### config.mk
export PLATFORM = sky130hd
export DESIGN_NAME = frame_grab_ctrl
export DESIGN_NICKNAME = d
export VERILOG_FILES = /design/src/rtl/frame_grab_pkg.sv /design/src/rtl/frame_grab_seq.sv /design/src/rtl/frame_grab_timing.sv /design/src/rtl/frame_grab_wport.sv /design/src/rtl/frame_grab_ctrl.sv
export SDC_FILE = /design/constraint.sdc
export NUM_CORES = 1
export LEC_CHECK = 0
export ABC_CLOCK_PERIOD_IN_PS = 1900
export BUFFER_PORTS_ARGS = -buffer_cell sky130_fd_sc_hd__buf_2
export CAP_MARGIN = 10
export CORE_ASPECT_RATIO = 0.75
export CORE_MARGIN = 8
export CORE_UTILIZATION = 35
export DETAILED_ROUTE_END_ITERATION = 8
export PLACE_DENSITY = 0.64
export SLEW_MARGIN = 15
export SYNTH_ARGS = -nofsm -noshare
export SYNTH_HDL_FRONTEND = slang
export SYNTH_SLANG_ARGS = --single-unit
export TNS_END_PERCENT = 50
### constraint.sdc
create_clock -name clk -period 1.9 [get_ports clk]
set_input_delay 0.19 -clock clk [delete_from_list [all_inputs] [get_ports clk]]
set_output_delay 0.19 -clock clk [all_outputs]
set_load 0.02 [all_outputs]
### src/rtl/frame_grab_pkg.sv
// Shared types for the frame capture controller.
package frame_grab_pkg;

    // Capture handshake states.
    typedef enum logic [1:0] {
        ST_IDLE = 2'd0,
        ST_WAIT = 2'd1,
        ST_CAPT = 2'd2
    } cap_state_e;

endpackage

### src/rtl/frame_grab_seq.sv
// Capture handshake sequencer.
// Goes from idle to waiting on a request. It starts capturing at the first
// field marker seen while the memory grant is high, and it returns to idle
// with a one-cycle done pulse when the timing unit reports the frame end.
// Assumes mem_grant stays high for the whole capture once it is given.
module frame_grab_seq
    import frame_grab_pkg::*;
(
    input  logic clk,
    input  logic rst_n,
    input  logic cap_req,
    input  logic mem_grant,
    input  logic field_start,
    input  logic frame_end,
    output logic capturing,
    output logic mem_req,
    output logic cap_done
);

    cap_state_e state;

    // State register and done pulse.
    always_ff @(posedge clk) begin
        if (!rst_n) begin
            state    <= ST_IDLE;
            cap_done <= 1'b0;
        end else begin
            cap_done <= 1'b0;
            case (state)
                ST_IDLE: if (cap_req) state <= ST_WAIT;
                ST_WAIT: if (mem_grant && field_start) state <= ST_CAPT;
                ST_CAPT: begin
                    if (frame_end) begin
                        state    <= ST_IDLE;
                        cap_done <= 1'b1;
                    end
                end
                default: state <= ST_IDLE;
            endcase
        end
    end

    // The bus stays requested through the cycle of the final write.
    always_comb begin
        capturing = (state == ST_CAPT);
        mem_req   = (state != ST_IDLE) || cap_done;
    end

    // the done pulse never lasts two cycles.
    assert_done_single_R8: assert property (@(posedge clk) disable iff (!rst_n)
        cap_done |=> !cap_done);

endmodule

### src/rtl/frame_grab_timing.sv
// Line and pixel position tracker.
// While enabled, a field marker clears the line count. Each line marker
// starts a blanking lead of LEAD cycles, after which the active window opens
// for up to SAMPLES cycles. A new line marker ends any lead or window early.
// Line markers beyond LINES are ignored. Assumes one sample per clock.
module frame_grab_timing #(
    parameter int LINES   = 480,
    parameter int SAMPLES = 512,
    parameter int LEAD    = 100,
    localparam int LINE_W = $clog2(LINES + 1),
    localparam int PIX_W  = (SAMPLES > 1) ? $clog2(SAMPLES) : 1,
    localparam int LEAD_W = (LEAD > 1) ? $clog2(LEAD) : 1
) (
    input  logic              clk,
    input  logic              rst_n,
    input  logic              active,
    input  logic              field_start,
    input  logic              line_start,
    output logic              in_win,
    output logic [LINE_W-1:0] cur_line,
    output logic [PIX_W-1:0]  pix,
    output logic              frame_end
);

    logic [LINE_W-1:0] next_line;
    logic [LEAD_W-1:0] lead_cnt;
    logic              in_lead;
    logic              on_last;
    logic              last_pix;

    always_comb begin
        on_last  = (next_line == LINE_W'(LINES));
        last_pix = (pix == PIX_W'(SAMPLES - 1));
        // The frame ends on its last sample, or when a marker cuts the last line.
        frame_end = active && !field_start && on_last &&
                    ((in_win && last_pix) || (line_start && (in_win || in_lead)));
    end

    // Line counter, blanking lead and active window.
    always_ff @(posedge clk) begin
        if (!rst_n || !active) begin
            next_line <= '0;
            cur_line  <= '0;
            pix       <= '0;
            lead_cnt  <= '0;
            in_lead   <= 1'b0;
            in_win    <= 1'b0;
        end else if (field_start) begin
            next_line <= '0;
            in_lead   <= 1'b0;
            in_win    <= 1'b0;
        end else if (line_start) begin
            pix      <= '0;
            lead_cnt <= '0;
            if (!on_last) begin
                cur_line  <= next_line;
                next_line <= next_line + 1'b1;
                in_lead   <= (LEAD != 0);
                in_win    <= (LEAD == 0);
            end else begin
                in_lead <= 1'b0;
                in_win  <= 1'b0;
            end
        end else if (in_lead) begin
            lead_cnt <= lead_cnt + 1'b1;
            if (lead_cnt == LEAD_W'(LEAD - 1)) begin
                in_lead <= 1'b0;
                in_win  <= 1'b1;
            end
        end else if (in_win) begin
            if (last_pix) in_win <= 1'b0;
            else          pix    <= pix + 1'b1;
        end
    end

    // the pixel index never passes the last column inside a window.
    assert_pix_in_range_R6: assert property (@(posedge clk) disable iff (!rst_n)
        in_win |-> (32'(pix) < SAMPLES));

    // consecutive window cycles of one line step the pixel by one.
    assert_pix_step_R3: assert property (@(posedge clk) disable iff (!rst_n)
        (in_win && $past(in_win) && !$past(line_start) && !$past(field_start))
        |-> (pix == $past(pix) + PIX_W'(1)));

    // a field marker during capture clears the line count and the window.
    assert_field_restart_R7: assert property (@(posedge clk) disable iff (!rst_n)
        (active && field_start) |=> ((next_line == '0) && !in_win));

endmodule

### src/rtl/frame_grab_wport.sv
// Frame SRAM write port.
// Registers one write per window cycle. The address is line times SAMPLES
// plus pixel, and the data is the converter value of that cycle.
// Assumes the converter output is settled within the sample cycle.
module frame_grab_wport #(
    parameter int LINES    = 480,
    parameter int SAMPLES  = 512,
    parameter int SAMPLE_W = 8,
    localparam int LINE_W  = $clog2(LINES + 1),
    localparam int PIX_W   = (SAMPLES > 1) ? $clog2(SAMPLES) : 1,
    localparam int FRAME_N = LINES * SAMPLES,
    localparam int ADDR_W  = $clog2(FRAME_N)
) (
    input  logic                clk,
    input  logic                rst_n,
    input  logic                in_win,
    input  logic [LINE_W-1:0]   cur_line,
    input  logic [PIX_W-1:0]    pix,
    input  logic [SAMPLE_W-1:0] adc_data,
    output logic                mem_we,
    output logic [ADDR_W-1:0]   mem_addr,
    output logic [SAMPLE_W-1:0] mem_wdata
);

    // Write strobe, address and data registers.
    always_ff @(posedge clk) begin
        if (!rst_n) begin
            mem_we    <= 1'b0;
            mem_addr  <= '0;
            mem_wdata <= '0;
        end else begin
            mem_we <= in_win;
            if (in_win) begin
                mem_addr  <= ADDR_W'(cur_line) * ADDR_W'(SAMPLES) + ADDR_W'(pix);
                mem_wdata <= adc_data;
            end
        end
    end

    // every write lands inside the frame.
    assert_addr_in_frame_R5: assert property (@(posedge clk) disable iff (!rst_n)
        mem_we |-> (32'(mem_addr) < FRAME_N));

endmodule

### src/rtl/frame_grab_ctrl.sv
// Raster frame capture controller, top level.
// Connects the handshake sequencer, the position tracker and the SRAM write
// port. Assumes the clock is the sample clock, and that the field and line
// markers are single-cycle pulses synchronous to it.
module frame_grab_ctrl #(
    parameter int LINES    = 480,
    parameter int SAMPLES  = 512,
    parameter int LEAD     = 100,
    parameter int SAMPLE_W = 8,
    localparam int ADDR_W  = $clog2(LINES * SAMPLES),
    localparam int LINE_W  = $clog2(LINES + 1),
    localparam int PIX_W   = (SAMPLES > 1) ? $clog2(SAMPLES) : 1
) (
    input  logic                clk,
    input  logic                rst_n,
    input  logic                cap_req,
    input  logic                mem_grant,
    input  logic                field_start,
    input  logic                line_start,
    input  logic [SAMPLE_W-1:0] adc_data,
    output logic                mem_req,
    output logic                cap_done,
    output logic                adc_run,
    output logic                mem_we,
    output logic [ADDR_W-1:0]   mem_addr,
    output logic [SAMPLE_W-1:0] mem_wdata
);

    logic              capturing;
    logic              frame_end;
    logic              in_win;
    logic [LINE_W-1:0] cur_line;
    logic [PIX_W-1:0]  pix;

    frame_grab_seq u_seq (
        .clk         (clk),
        .rst_n       (rst_n),
        .cap_req     (cap_req),
        .mem_grant   (mem_grant),
        .field_start (field_start),
        .frame_end   (frame_end),
        .capturing   (capturing),
        .mem_req     (mem_req),
        .cap_done    (cap_done)
    );

    frame_grab_timing #(
        .LINES   (LINES),
        .SAMPLES (SAMPLES),
        .LEAD    (LEAD)
    ) u_timing (
        .clk         (clk),
        .rst_n       (rst_n),
        .active      (capturing),
        .field_start (field_start),
        .line_start  (line_start),
        .in_win      (in_win),
        .cur_line    (cur_line),
        .pix         (pix),
        .frame_end   (frame_end)
    );

    frame_grab_wport #(
        .LINES    (LINES),
        .SAMPLES  (SAMPLES),
        .SAMPLE_W (SAMPLE_W)
    ) u_wport (
        .clk       (clk),
        .rst_n     (rst_n),
        .in_win    (in_win),
        .cur_line  (cur_line),
        .pix       (pix),
        .adc_data  (adc_data),
        .mem_we    (mem_we),
        .mem_addr  (mem_addr),
        .mem_wdata (mem_wdata)
    );

    // The converter is enabled exactly in the window cycles.
    always_comb adc_run = in_win;

    // no write ever happens without the bus being requested.
    assert_we_has_req_R1: assert property (@(posedge clk) disable iff (!rst_n)
        mem_we |-> mem_req);

endmodule

## Word level (Yosys, flattened, before mapping)

Index checks and enable logic that the tools add are counted.

- Bits in registers: 66
- Output and inout port bits: 30
- Logic and storage cells: 72

- Muxes and demuxes: 19
- Bitwise logic cells: 2
- Add/subtract/negate cells: 4
- Reductions and logical operators: 25
- Equal/unequal tests: 11

Operators by type and width:

| operator | count |
|---|---|
| $mux 9 | 4 |
| $add 18x9->18 | 1 |
| $add 9x1->9 const B | 2 |
| $eq 9x9->1 const B | 2 |
| $mux 7 | 2 |
| $ne 2x2->1 const B | 5 |
| $mux 1 | 9 |
| $add 7x1->7 const B | 1 |
| $eq 7x7->1 const B | 1 |
| $logic_and 1x1->1 | 6 |
| $mux 2 | 3 |
| $pmux 2 s3 | 1 |
| $reduce_and 2->1 | 3 |
| $reduce_and 3->1 | 2 |
| $reduce_bool 2->1 | 3 |
| $logic_or 1x1->1 | 4 |
| $reduce_and 4->1 | 1 |
| $logic_not 1->1 | 3 |
| $reduce_or 3->1 | 1 |
| $eq 2x1->1 const B | 1 |
| $eq 2x2->1 const B | 1 |
| $logic_not 2->1 | 1 |
| $ne 2x1->1 const B | 1 |
| $not 1->1 | 2 |
| $reduce_or 2->1 | 1 |

## Depth between registers and ports, before layout

Gate-level depths: netlist of the first run.

- Word-level depth: 6
- Mapped depth: 8

## Hierarchy

Synthesis of the first run repeated with hierarchy kept, for this count alone.

- Cells, all modules: 287
- Area total of the unflattened synthesis: 2821.5 um^2

Modules (own cells, without submodules):

| module | instances | area an instance (um^2) | cells an instance |
|---|---|---|---|
| frame_grab_timing | 1 | 1664.1 | 190 |
| frame_grab_wport | 1 | 1028.5 | 85 |
| frame_grab_seq | 1 | 128.9 | 12 |

## Worst setup path after synthesis of the first run

OpenSTA, ideal clock, no wires.

- Kind: register to register
- From: register u_timing.pix[0]
- To: register u_timing.pix[6]
- Cell stages (with the launch flop): 9
- Library setup time: 0.072 ns
- Setup slack: -0.003 ns
- Data required time: 1.828 ns
- Data arrival time: 1.832 ns
- Cell sequence: dfxtp_1 -> ha_1 -> nand2_1 -> nor3_1 -> ha_1 -> or3b_1 -> clkbuf_1 -> a211oi_2 -> mux2i_1

- Longest elaborated chain between the ends: 5

RTL lines:

| item | RTL line | RTL |
|---|---|---|
| from (decl) | frame_grab_timing.sv:21 | `output logic [PIX_W-1:0] pix,` |
| from (signal assigned) | frame_grab_timing.sv:72 | `else pix <= pix + 1'b1;` |
| $add 9x1->9 | frame_grab_timing.sv:72 |  |
| $mux 9 | frame_grab_timing.sv:71 | `if (last_pix) in_win <= 1'b0;` |
| $mux 9 | frame_grab_timing.sv:70 | `end else if (in_win) begin` |
| $mux 9 | frame_grab_timing.sv:64 | `end else if (in_lead) begin` |
| $mux 9 | frame_grab_timing.sv:52 | `end else if (line_start) begin` |

Several ways; a longest one is shown, not always the timed one. The select of a mux whose other input is x is not followed.
A chain may end at the register's enable or synchronous reset.

## Final worst setup path of the first run

- From: register u_timing.pix[0]
- To: register u_timing.pix[5]

The elaborated chain is that of the path after synthesis.

==> metrics.md, run 1 <==
| Metric | Value |
|---|---|
| Status | completed |
| # DRC | 0 |
| Area after DPL | 3270 um2 |
| Ys Warns | 0 |
| Maximum number of pins on one net before global-route repair | 31 |
| Sequential share of power | 0.527 |
| Die width | 122 um |
| Synth Instances | around 300 |
| DR vias | 2316 |
| Tcrit/Tclk final | 0.932 |
| Worst-Skew Late Latency | around 0.34 ns |
| Slew at the pin closest to its max-slew limit | around 0.66 ns |
| I/O Buffers | 43 |
| Initial antenna violation count | 0 |
| Peak VDD IR | 0.000344 V |
| Final WL | 6.57 mm |
| Combinational share of power | 0.039 |
| RSZ-0062 raised after global routing | no |
| Final Max Tran Viols | 0 |
| Cts repair resizes | 0 |
| Cts hold-fix bufs | 0 |
| Launch point of the worst path | u_timing.pix[0] |
| LEAKAGE | ~1.2 nW |
| Psw | 0.614 mW |
| Finished Layout Cells | 461 |
| CTS H-tree depth | 3 |
| WL/cell | 14.3 um |
| Worst-path clk slew | 0.07 ns |
| Post-CTS Setup Repair Bufs | 0 |
| Core ar. | approximately 8300 um2 |
| Final Hold Vio Count | 0 |
| Clk buf depth | 2 |
| Vias per std cell | between 5 and 6 |
| Layout cells sized above 1 | 0.224 |
| Number of flops mapped to enable cells by yosys | 0 |
| Sw Ratio | 0.232 |
| Critical path peak fanout | 6 |
| Max-cap violation count | 0 |
| Overflow left after global routing | 0 |
| Die area | 11600 um2 |
| Post-synth ARST share | 0 |
| Hold Path Origin | adc_data[5] |
| Primary FF master, synth | dfxtp_1 |
| Clock network power share | 0.435 |
| CP Class | reg2reg |
| Final setup TNS | 0 ns |
| Final HPWL from detailed placement | 4.61 mm |
| Part of the Yosys area used for sequential elements | 0.451 |
| Total Nets Final | between 300 and 400 |
| Fin crit period | 1.77 ns |
| Critical path data arrival time | ~2 ns |
| DIE HEIGHT | 95.3 um |
| Vias in the first global route | roughly 2100 |
| F_max | around 560 MHz |
| Endpoints failing setup | 0 |
| ANT cells | 0 |
| Clk_skew | 0.00840 ns |
| Root Driver | clkbuf_8 |
| Routability cong. | roughly 0.78 |
| Final Instance Area | between 3000 and 4000 um2 |
| Internal | 2.03 mW |
| First-pass GRT wire length | approximately 11 mm |
| Placed cells | 445 |
| Io pins | 44 |
| Pre-CTS setup slack | 0.0334 ns |
| Clk sink count | 66 |
| RR Startpoint | u_timing.pix[0] |
| CTS tree | done |
| Rows | 29 |
| Post-synth net total | between 300 and 400 |
| Max-slew headroom | 0.559 |
| GRT Util Overall | 0.118 |
| PwrDens | 761 nW/um2 |
| Iter 0 DRT Violations | about 130 |
| Crit. End Element | flop |
| Layout area overhead | 18.6% |
| Unique cell type count in the Yosys netlist | 47 |
| DRT antenna net count | 0 |
| Worst setup margin | 0.129 ns |
| TritonCTS buffer count | 9 |
| Initial Util | 0.353 |
| Mapped cell area | 2930 um2 |
| DR pass1 iterations | 4 |
| Syn avg cell area | about 9.7 um2 |
| Startpoint types | flop |
| Seq cells post-synth | 66 |
| Hold Path Class | in2reg |
| Worst path required time | 2.17 ns |
## final cells by class
class / count / area [um2]
inverter: 8 / 30.0
fill: 817 / 4830
multi-input combinational: 210 / 1510
sequential: 66 / 1320
clock buffer: 9 / 124
clock inverter: 7 / 70.1
timing repair buffer: 53 / 290
tap: 108 / 135
## logic make-up (layout without fill, tap and decap cells)
group,after synthesis,after routing,share of synthesized area
adders and majority gates,5,5,0.0213
muxes,38,38,0.130
AOI/OAI and AO/OA,51,51,0.123
and+or+nand+nor,113,113,0.227
xor gates and xnor gates,3,3,0.00896
buffers and inverters,27,77,0.0397
DFF,66,66,0.451
## worst max-delay path, cell delays in order (launching register included)
cell and delay (ns):
dfxtp_1 0.31, ha_1 0.20, nand2_1 0.06, nor3_1 0.05, ha_1 0.19, or3b_4 0.43
a211oi_2 0.26, mux2i_1 0.20
## through the flow
stage / hold slack (ns) / util / total power, mW
after floorplan: 0.360 / - / 1.49
after global placement: 0.443 / 0.394 / 1.53
after detailed placement: 0.448 / 0.394 / 1.53
after CTS: 0.0882 / 0.417 / 2.69
after global routing: 0.114 / 0.418 / 2.77
final: 0.105 / 0.418 / 2.64
## synthesized netlist by cell type, drive strengths merged, types with 7 or more instances
cell type | instances | area share
a21oi | 16 | 0.029
buf | 10 | 0.018
clkbuf | 9 | 0.012
dfxtp | 66 | 0.45
inv | 8 | 0.010
mux2i | 38 | 0.13
nand2 | 22 | 0.028
nand3 | 17 | 0.029
nor2 | 7 | 0.0090
nor2b | 28 | 0.060
o21ai | 9 | 0.015
or3 | 10 | 0.021
## placed cells by master, fill, tap and decap left out, drive strengths merged, types with 3 or more instances in the layout
master and count:
dfxtp 66, or4 5, ha 5, a31oi 4, inv 8, clkbuf 9
nand2b 3, nand3b 3, nand4b 3, or3 10, nor2b 28, nor2 7
nand3 17, clkinv 5, o21ai 9, buf 53, nand4 4, o221a 4
nand2 22, a21oi 16, a211oi 5, o31ai 5, mux2i 38
## sequential cells by signal, summed over array words and instances (netlist names)
signal	flops
u_seq.state	2
u_timing.in_lead	1
u_timing.next_line	9
u_seq.cap_done	1
u_timing.cur_line	9
u_wport.mem_wdata	8
u_wport.mem_addr	18
u_timing.lead_cnt	7
u_wport.mem_we	1
u_timing.in_win	1
u_timing.pix	9
## routing by layer
metal / track usage / vias up / share of wire
met4: 0.0368 / 0 / 0.011
met2: 0.158 / 55 / 0.38
li1: - / 1186 / -
met1: 0.165 / 1067 / 0.53
met3: 0.0521 / 8 / 0.083
met5: 0 / - / 0
## power by group through the flow
stage	clock network, mW	registers, mW	logic (mW)
2_1_floorplan	0	1.42	0.0659
3_5_place_dp	0	1.42	0.101
3_3_place_gp	0	1.42	0.100
6_report	1.15	1.39	0.102
4_1_cts	1.19	1.39	0.102
5_1_grt	1.27	1.39	0.112
## worst paths after layout
path                               end  slack [ns]  cells after the start
setup / recovery       u_timing.pix[5]        0.13                      7
hold / removal    u_wport.mem_wdata[5]        0.10                      3
setup reg to reg       u_timing.pix[5]        0.13                      7
hold reg to reg   u_timing.cur_line[3]        0.45                      2
Note: power is estimated with default switching activity, not from simulation.
==> run 2: changes to the inputs <==
--- a/config.mk
+++ b/config.mk
@@ -9,10 +9,12 @@
 export BUFFER_PORTS_ARGS = -buffer_cell sky130_fd_sc_hd__buf_2
 export CAP_MARGIN = 10
 export CORE_ASPECT_RATIO = 0.75
-export CORE_MARGIN = 8
+export CORE_MARGIN = 2
 export CORE_UTILIZATION = 35
+export CTS_CLUSTER_DIAMETER = 80
 export DETAILED_ROUTE_END_ITERATION = 8
 export PLACE_DENSITY = 0.64
+export SETUP_SLACK_MARGIN = 0.4
 export SLEW_MARGIN = 15
 export SYNTH_ARGS = -nofsm -noshare
 export SYNTH_HDL_FRONTEND = slang
==> run 2 against run 1 <==
Maximum frequency up 0.92%. Clock-buffer cell count unchanged. Worst setup slack better by 0.016 ns. Cell area up 5.0%. Global-route usage up 2.9 points. Final cell count down 0.22%. First-iteration DRC count down 1.5%. Non-clock buffer count up 2.
==> metrics.md, run 2 (synthesis gave the netlist of run 1 again) <==
| Metric | Value |
|---|---|
| RSZ-0062 raised after global routing | yes |
| GR Layer Usage met1 | 0.205 |
| Rows | 28 |
| TritonCTS buffer count | 9 |
| Clk buf depth | 2 |
| Launch point of the worst path | u_timing.pix[1] |
| CP Capture Point | u_timing.pix[7] |
| GRT Util Overall | 0.147 |
| Slew at the pin closest to its max-slew limit | 0.529 ns |
| Crit. End Element | flop |
| Largest register FFs | 18 |
| Sw Ratio | 0.214 |
| Most frequent cells in the layout | dfxtp_1 (56), buf_2 (43), mux2i_1 (38), nor2b_1 (28), nand2_1 (21) |
| Vias per std cell | 5.05 |
| Startpoint types | flop |
| Final WL | roughly 6.5 mm |
| Overflow left after global routing | 0 |
| Critical path peak fanout | 6 |
| Layout cells sized above 1 | 0.293 |
| Slowest-stage cell, CP | or3b_4 |
| ANT cells | 0 |
| PwrDens | 801 nW/um2 |
| Final Max Tran Viols | 0 |
| DIE HEIGHT | approximately 83 um |
| CTS tree | done |
| CP max stage delay | 0.43 ns |
| Critical path data arrival time | 2.04 ns |
| Fin crit period | 1.76 ns |
| Max-slew headroom | 0.647 |
| Internal | roughly 2.3 mW |
| Worst hold slack | 0.0980 ns |
| Combinational share of power | 0.036 |
| R2R Setup Slk | 0.14 ns |
| Root Driver | clkbuf_8 |
| Critical R2R Capture | u_timing.pix[7] |
| Final setup TNS | 0 ns |
| Layout area overhead | 24.6% |
| Total Nets Final | approximately 370 |
| Core ar. | 8020 um2 |
| LEAKAGE | between 1 and 1.5 nW |
| RR Startpoint | u_timing.pix[1] |
| Top Usage Layer GRT | met1 |
| Peak VDD IR | 0.000483 V |
| CTS H-tree depth | 3 |
| Clk sink count | 66 |
| Initial Util | 0.365 |
| Clock network power share | 0.489 |
| Met3 Use GR | 0.0651 |
| Iter 0 DRT Violations | 129 |
| CP Cell Sequence | ha_4, nand2_2, nor3_2, ha_2, or3b_4, a211oi_2, mux2i_1 |
| First-pass GRT wire length | 10.5 mm |
| # DRC | 0 |
| Hold Path Class | in2reg |
| Die width | 110 um |
| I/O Buffers | 43 |
| Die area | slightly above 9000 um2 |
| Endpoints failing setup | 0 |
| Routability cong. | slightly above 0.8 |
| R2r worst-path depth | 7 |
| Max-cap violation count | 0 |
| CP Class | reg2reg |
| Worst-path clk slew | 0.08 ns |
| Tcrit/Tclk final | 0.924 |
| Psw | 0.627 mW |
| Reg with most FFs | u_wport.mem_addr |
| Io pins | 44 |
| Clk_skew | 0.00939 ns |
| Sequential share of power | 0.475 |
| Vias in the first global route | 2175 |
| Commonest non-fill, non-tap cell in the layout | dfxtp_1 |
| DR pass1 iterations | 5 |
| DRT antenna net count | 0 |
| F_max | 570 MHz |
| DR vias | 2324 |
| Worst path required time | 2.18 ns |
| Worst-Skew Late Latency | around 0.35 ns |
| Final HPWL from detailed placement | 4.43 mm |
| WL/cell | 14.1 um |
| Status | completed |
| Maximum number of pins on one net before global-route repair | 28 |
| Initial antenna violation count | 0 |
| Final Hold Vio Count | 0 |
| GR Util met2 | 0.200 |
run 2: through the flow:
| step | area, um2 | utilization | setup WS [ns] | power [mW] | cells |
|---|---|---|---|---|---|
| global route | 3650 | 0.455 | 0.0961 | 3.04 | 460 |
| CTS | 3540 | 0.441 | 0.163 | 2.96 | 458 |
| floorplan | 2950 | - | 0.156 | 1.49 | 303 |
| global placement | 3270 | 0.407 | 0.117 | 1.52 | 441 |
| finish | 3650 | 0.455 | 0.145 | 2.93 | 460 |
| detailed placement | 3270 | 0.407 | 0.0606 | 1.52 | 441 |
run 2: what timing repair did:
| action | CTS | global route |
|---|---|---|
| gates resized for setup | 6 | 26 |
| setup endpoints to repair | 22 | 38 |
| pin swaps | 2 | 2 |
| hold buffers | 0 | 0 |
| setup buffers | 1 | 2 |
run 2: layer usage:
layer  routed length [um]  vias to the layer above  share of wire
li1                     -                     1188              -
met1                 3320                     1071           0.51
met2                 2720                       61           0.42
met3                  416                        4          0.064
met4                   37                        0         0.0057
met5                    0                        -              0
run 2: power by group through the flow:
stage	Combinational [mW]	Clock (mW)	Sequential (mW)
final	0.105	1.43	1.39
after global routing	0.115	1.53	1.39
after CTS	0.101	1.47	1.39
after detailed placement	0.100	0	1.42
after global placement	0.0992	0	1.42
after floorplan	0.0657	0	1.42
run 2: worst min path at each step:
stage                         start                    to  slack (ns)  cells after the start
2_1_floorplan           adc_data[0]  u_wport.mem_wdata[0]        0.36                      2
3_3_place_gp   u_timing.cur_line[4]  u_timing.cur_line[4]        0.44                      2
3_5_place_dp   u_timing.cur_line[2]  u_timing.cur_line[2]        0.45                      2
4_1_cts                 adc_data[6]  u_wport.mem_wdata[6]        0.08                      3
5_1_grt                 adc_data[7]  u_wport.mem_wdata[7]        0.09                      3
6_report                adc_data[1]  u_wport.mem_wdata[1]         0.1                      3
run 2: critical path: cells and delay by family (launching register included):
kind,cells,cell delay [ns]
fa+ha+maj,2,0.34
simple gates,3,0.53
mux,1,0.21
flops,1,0.34
compound gates,1,0.27
run 2: final cells by class:
type | count | area, um2
multi-input combinational | 210 | 1590
clock inverter | 7 | 118
clock buffer | 9 | 124
sequential | 66 | 1340
fill | 743 | 4370
inverter | 8 | 30.0
timing repair buffer | 55 | 322
tap | 105 | 131
==> run 3: changes to the inputs <==
--- a/config.mk
+++ b/config.mk
@@ -14,6 +14,7 @@
 export CTS_CLUSTER_DIAMETER = 80
 export DETAILED_ROUTE_END_ITERATION = 8
 export PLACE_DENSITY = 0.64
+export RECOVER_POWER = 25
 export SETUP_SLACK_MARGIN = 0.4
 export SLEW_MARGIN = 15
 export SYNTH_ARGS = -nofsm -noshare
==> run 3 against run 2 <==
Clock power hardly changed. Sequential power hardly changed. Worst hold slack worse by 0.0030 ns. Cell area is 0.58% lower. Largest power group unchanged. Flip-flop and latch count stayed put. Core utilization is 0.27 points lower. Maximum frequency is 0.13% higher. Clock-buffer cell count stayed put.
==> metrics.md, run 3 (synthesis gave the netlist of run 1 again) <==
| Metric | Value |
|---|---|
| Vias in the first global route | 2175 |
| Worst setup margin | approximately 0.15 ns |
| RSZ-0062 raised after global routing | yes |
| WL/cell | 14.1 um |
| Most frequent cells in the layout | dfxtp_1 (57), mux2i_1 (38), nor2b_1 (28), buf_2 (27), nand2_1 (21) |
| PwrDens | 807 nW/um2 |
| Overflow left after global routing | 0 |
| Layout Utilization | 0.453 |
| # DRC | 0 |
| DRT antenna net count | 0 |
| Pre-CTS setup slack | 0.0606 ns |
| R2R Setup Slk | 0.15 ns |
| Final HPWL from detailed placement | around 4.4 mm |
| Commonest non-fill, non-tap cell in the layout | dfxtp_1 |
| Worst path required time | roughly 2.2 ns |
| Startpoint types | flop |
| DR pass1 iterations | 4 |
| CP Capture Point | u_timing.pix[7] |
| Final WL | 6.48 mm |
| Routability cong. | ~0.8 |
| Area after DPL | 3270 um2 |
| DR vias | 2343 |
| Critical R2R Capture | u_timing.pix[7] |
| Cts hold-fix bufs | 0 |
| Total Nets Final | approximately 370 |
| Final Max Tran Viols | 0 |
| Crit. End Element | flop |
| Layout area overhead | 23.9% |
| Core ar. | 8020 um2 |
| First-pass GRT wire length | between 10 and 15 mm |
| I/O Buffers | 43 |
| CTS tree | done |
| LEAKAGE | 1.16 nW |
| Critical path data arrival time | 2.04 ns |
| Initial Util | 0.365 |
| Clk buf depth | 2 |
| Reg with most FFs | u_wport.mem_addr |
| Maximum number of pins on one net before global-route repair | 28 |
| Largest register FFs | 18 |
| Final Hold Vio Count | 0 |
| Die area | about 9100 um2 |
| Root Driver | clkbuf_8 |
| R2r worst-path depth | 7 |
| Fin crit period | 1.75 ns |
| CTS H-tree depth | 3 |
| Multi-input logic area | 1590 um2 |
| Layout fillers | 756 |
| Final setup TNS | 0 ns |
| Rows | 28 |
| GRT Util Overall | 0.147 |
| Worst-Skew Late Latency | 0.35 ns |
| Tot Pwr | 2.93 mW |
| Hold Path Class | in2reg |
| Final Instance Area | between 3000 and 4000 um2 |
| Die width | 110 um |
| TritonCTS buffer count | 9 |
| Clk sink count | 66 |
| Iter 0 DRT Violations | 128 |
| Max-slew headroom | 0.666 |
| DIE HEIGHT | roughly 83 um |
| Tcrit/Tclk final | 0.923 |
| Vias per std cell | 5.09 |
| Critical path peak fanout | 6 |
| Initial antenna violation count | 0 |
| Slew at the pin closest to its max-slew limit | 0.500 ns |
| RR Startpoint | u_timing.pix[0] |
| CP Class | reg2reg |
| Status | completed |
| Worst-path clk slew | approximately 0.08 ns |
| Layout cells sized above 1 | 0.245 |
| ANT cells | 0 |
| Io pins | 44 |
| Peak VDD IR | roughly 0.00048 V |
| Endpoints failing setup | 0 |
| Clk_skew | just under 0.01 ns |
| Storage cell area | 1340 um2 |
| Launch point of the worst path | u_timing.pix[0] |
| F_max | 570 MHz |
| Max-cap violation count | 0 |
## run 3: cell types whose count changed in the layout (fill, tap and decap cells not counted), sizes merged
cell,before,now
buf,55,39
clkbuf,9,25
## run 3: final cells by class
class,count,area share
sequential,66,0.368
multi-input combinational,210,0.438
clock inverter,7,0.0324
tap,105,0.0362
clock buffer,9,0.0341
inverter,8,0.00827
timing repair buffer,55,0.0830
## run 3: what timing repair did
item	in CTS	in global routing
setup endpoints to repair	22	38
gates cloned	0	0
pin swaps	2	2
buffers inserted	1	2
gates resized for setup	6	26
## run 3: worst max-delay path, stage by stage (launching register included)
cell and delay, ns:
dfxtp_2 0.34, ha_4 0.16, nand2_2 0.06, nor3_2 0.04, ha_2 0.18, or3b_4 0.43
a211oi_2 0.27, mux2i_1 0.21
## run 3: layer usage
metal  GRT usage  vias up  wire length [um]
met1       0.205     1084              3290
met5           0        -                 0
met4      0.0460        0                37
li1            -     1189                 -
met3      0.0651        4               422
met2       0.200       66              2730
## run 3: worst min-delay path by stage
stage                                     from                   end  slack [ns]  cells past startpoint
final                              adc_data[1]  u_wport.mem_wdata[1]        0.09                      3
after global routing               adc_data[7]  u_wport.mem_wdata[7]        0.09                      3
after CTS                          adc_data[6]  u_wport.mem_wdata[6]        0.08                      3
after detailed placement  u_timing.cur_line[2]  u_timing.cur_line[2]        0.45                      2
after global placement    u_timing.cur_line[4]  u_timing.cur_line[4]        0.44                      2
after floorplan                    adc_data[0]  u_wport.mem_wdata[0]        0.36                      2
## run 3: where the power goes
group	internal, mW	leakage [nW]	switching (mW)	total (mW)
Sequential	1.38	0.537	0.00597	1.39
Clock	0.871	0.123	0.562	1.43
Combinational	0.0432	0.502	0.0613	0.104
Total	2.30	1.16	0.630	2.93
## run 3: per-stage QoR
step | cells | hold WS (ns)
after floorplan | 303 | 0.360
after global placement | 441 | 0.442
after detailed placement | 441 | 0.447
after CTS | 458 | 0.0837
after global routing | 460 | 0.0919
final | 460 | 0.0950
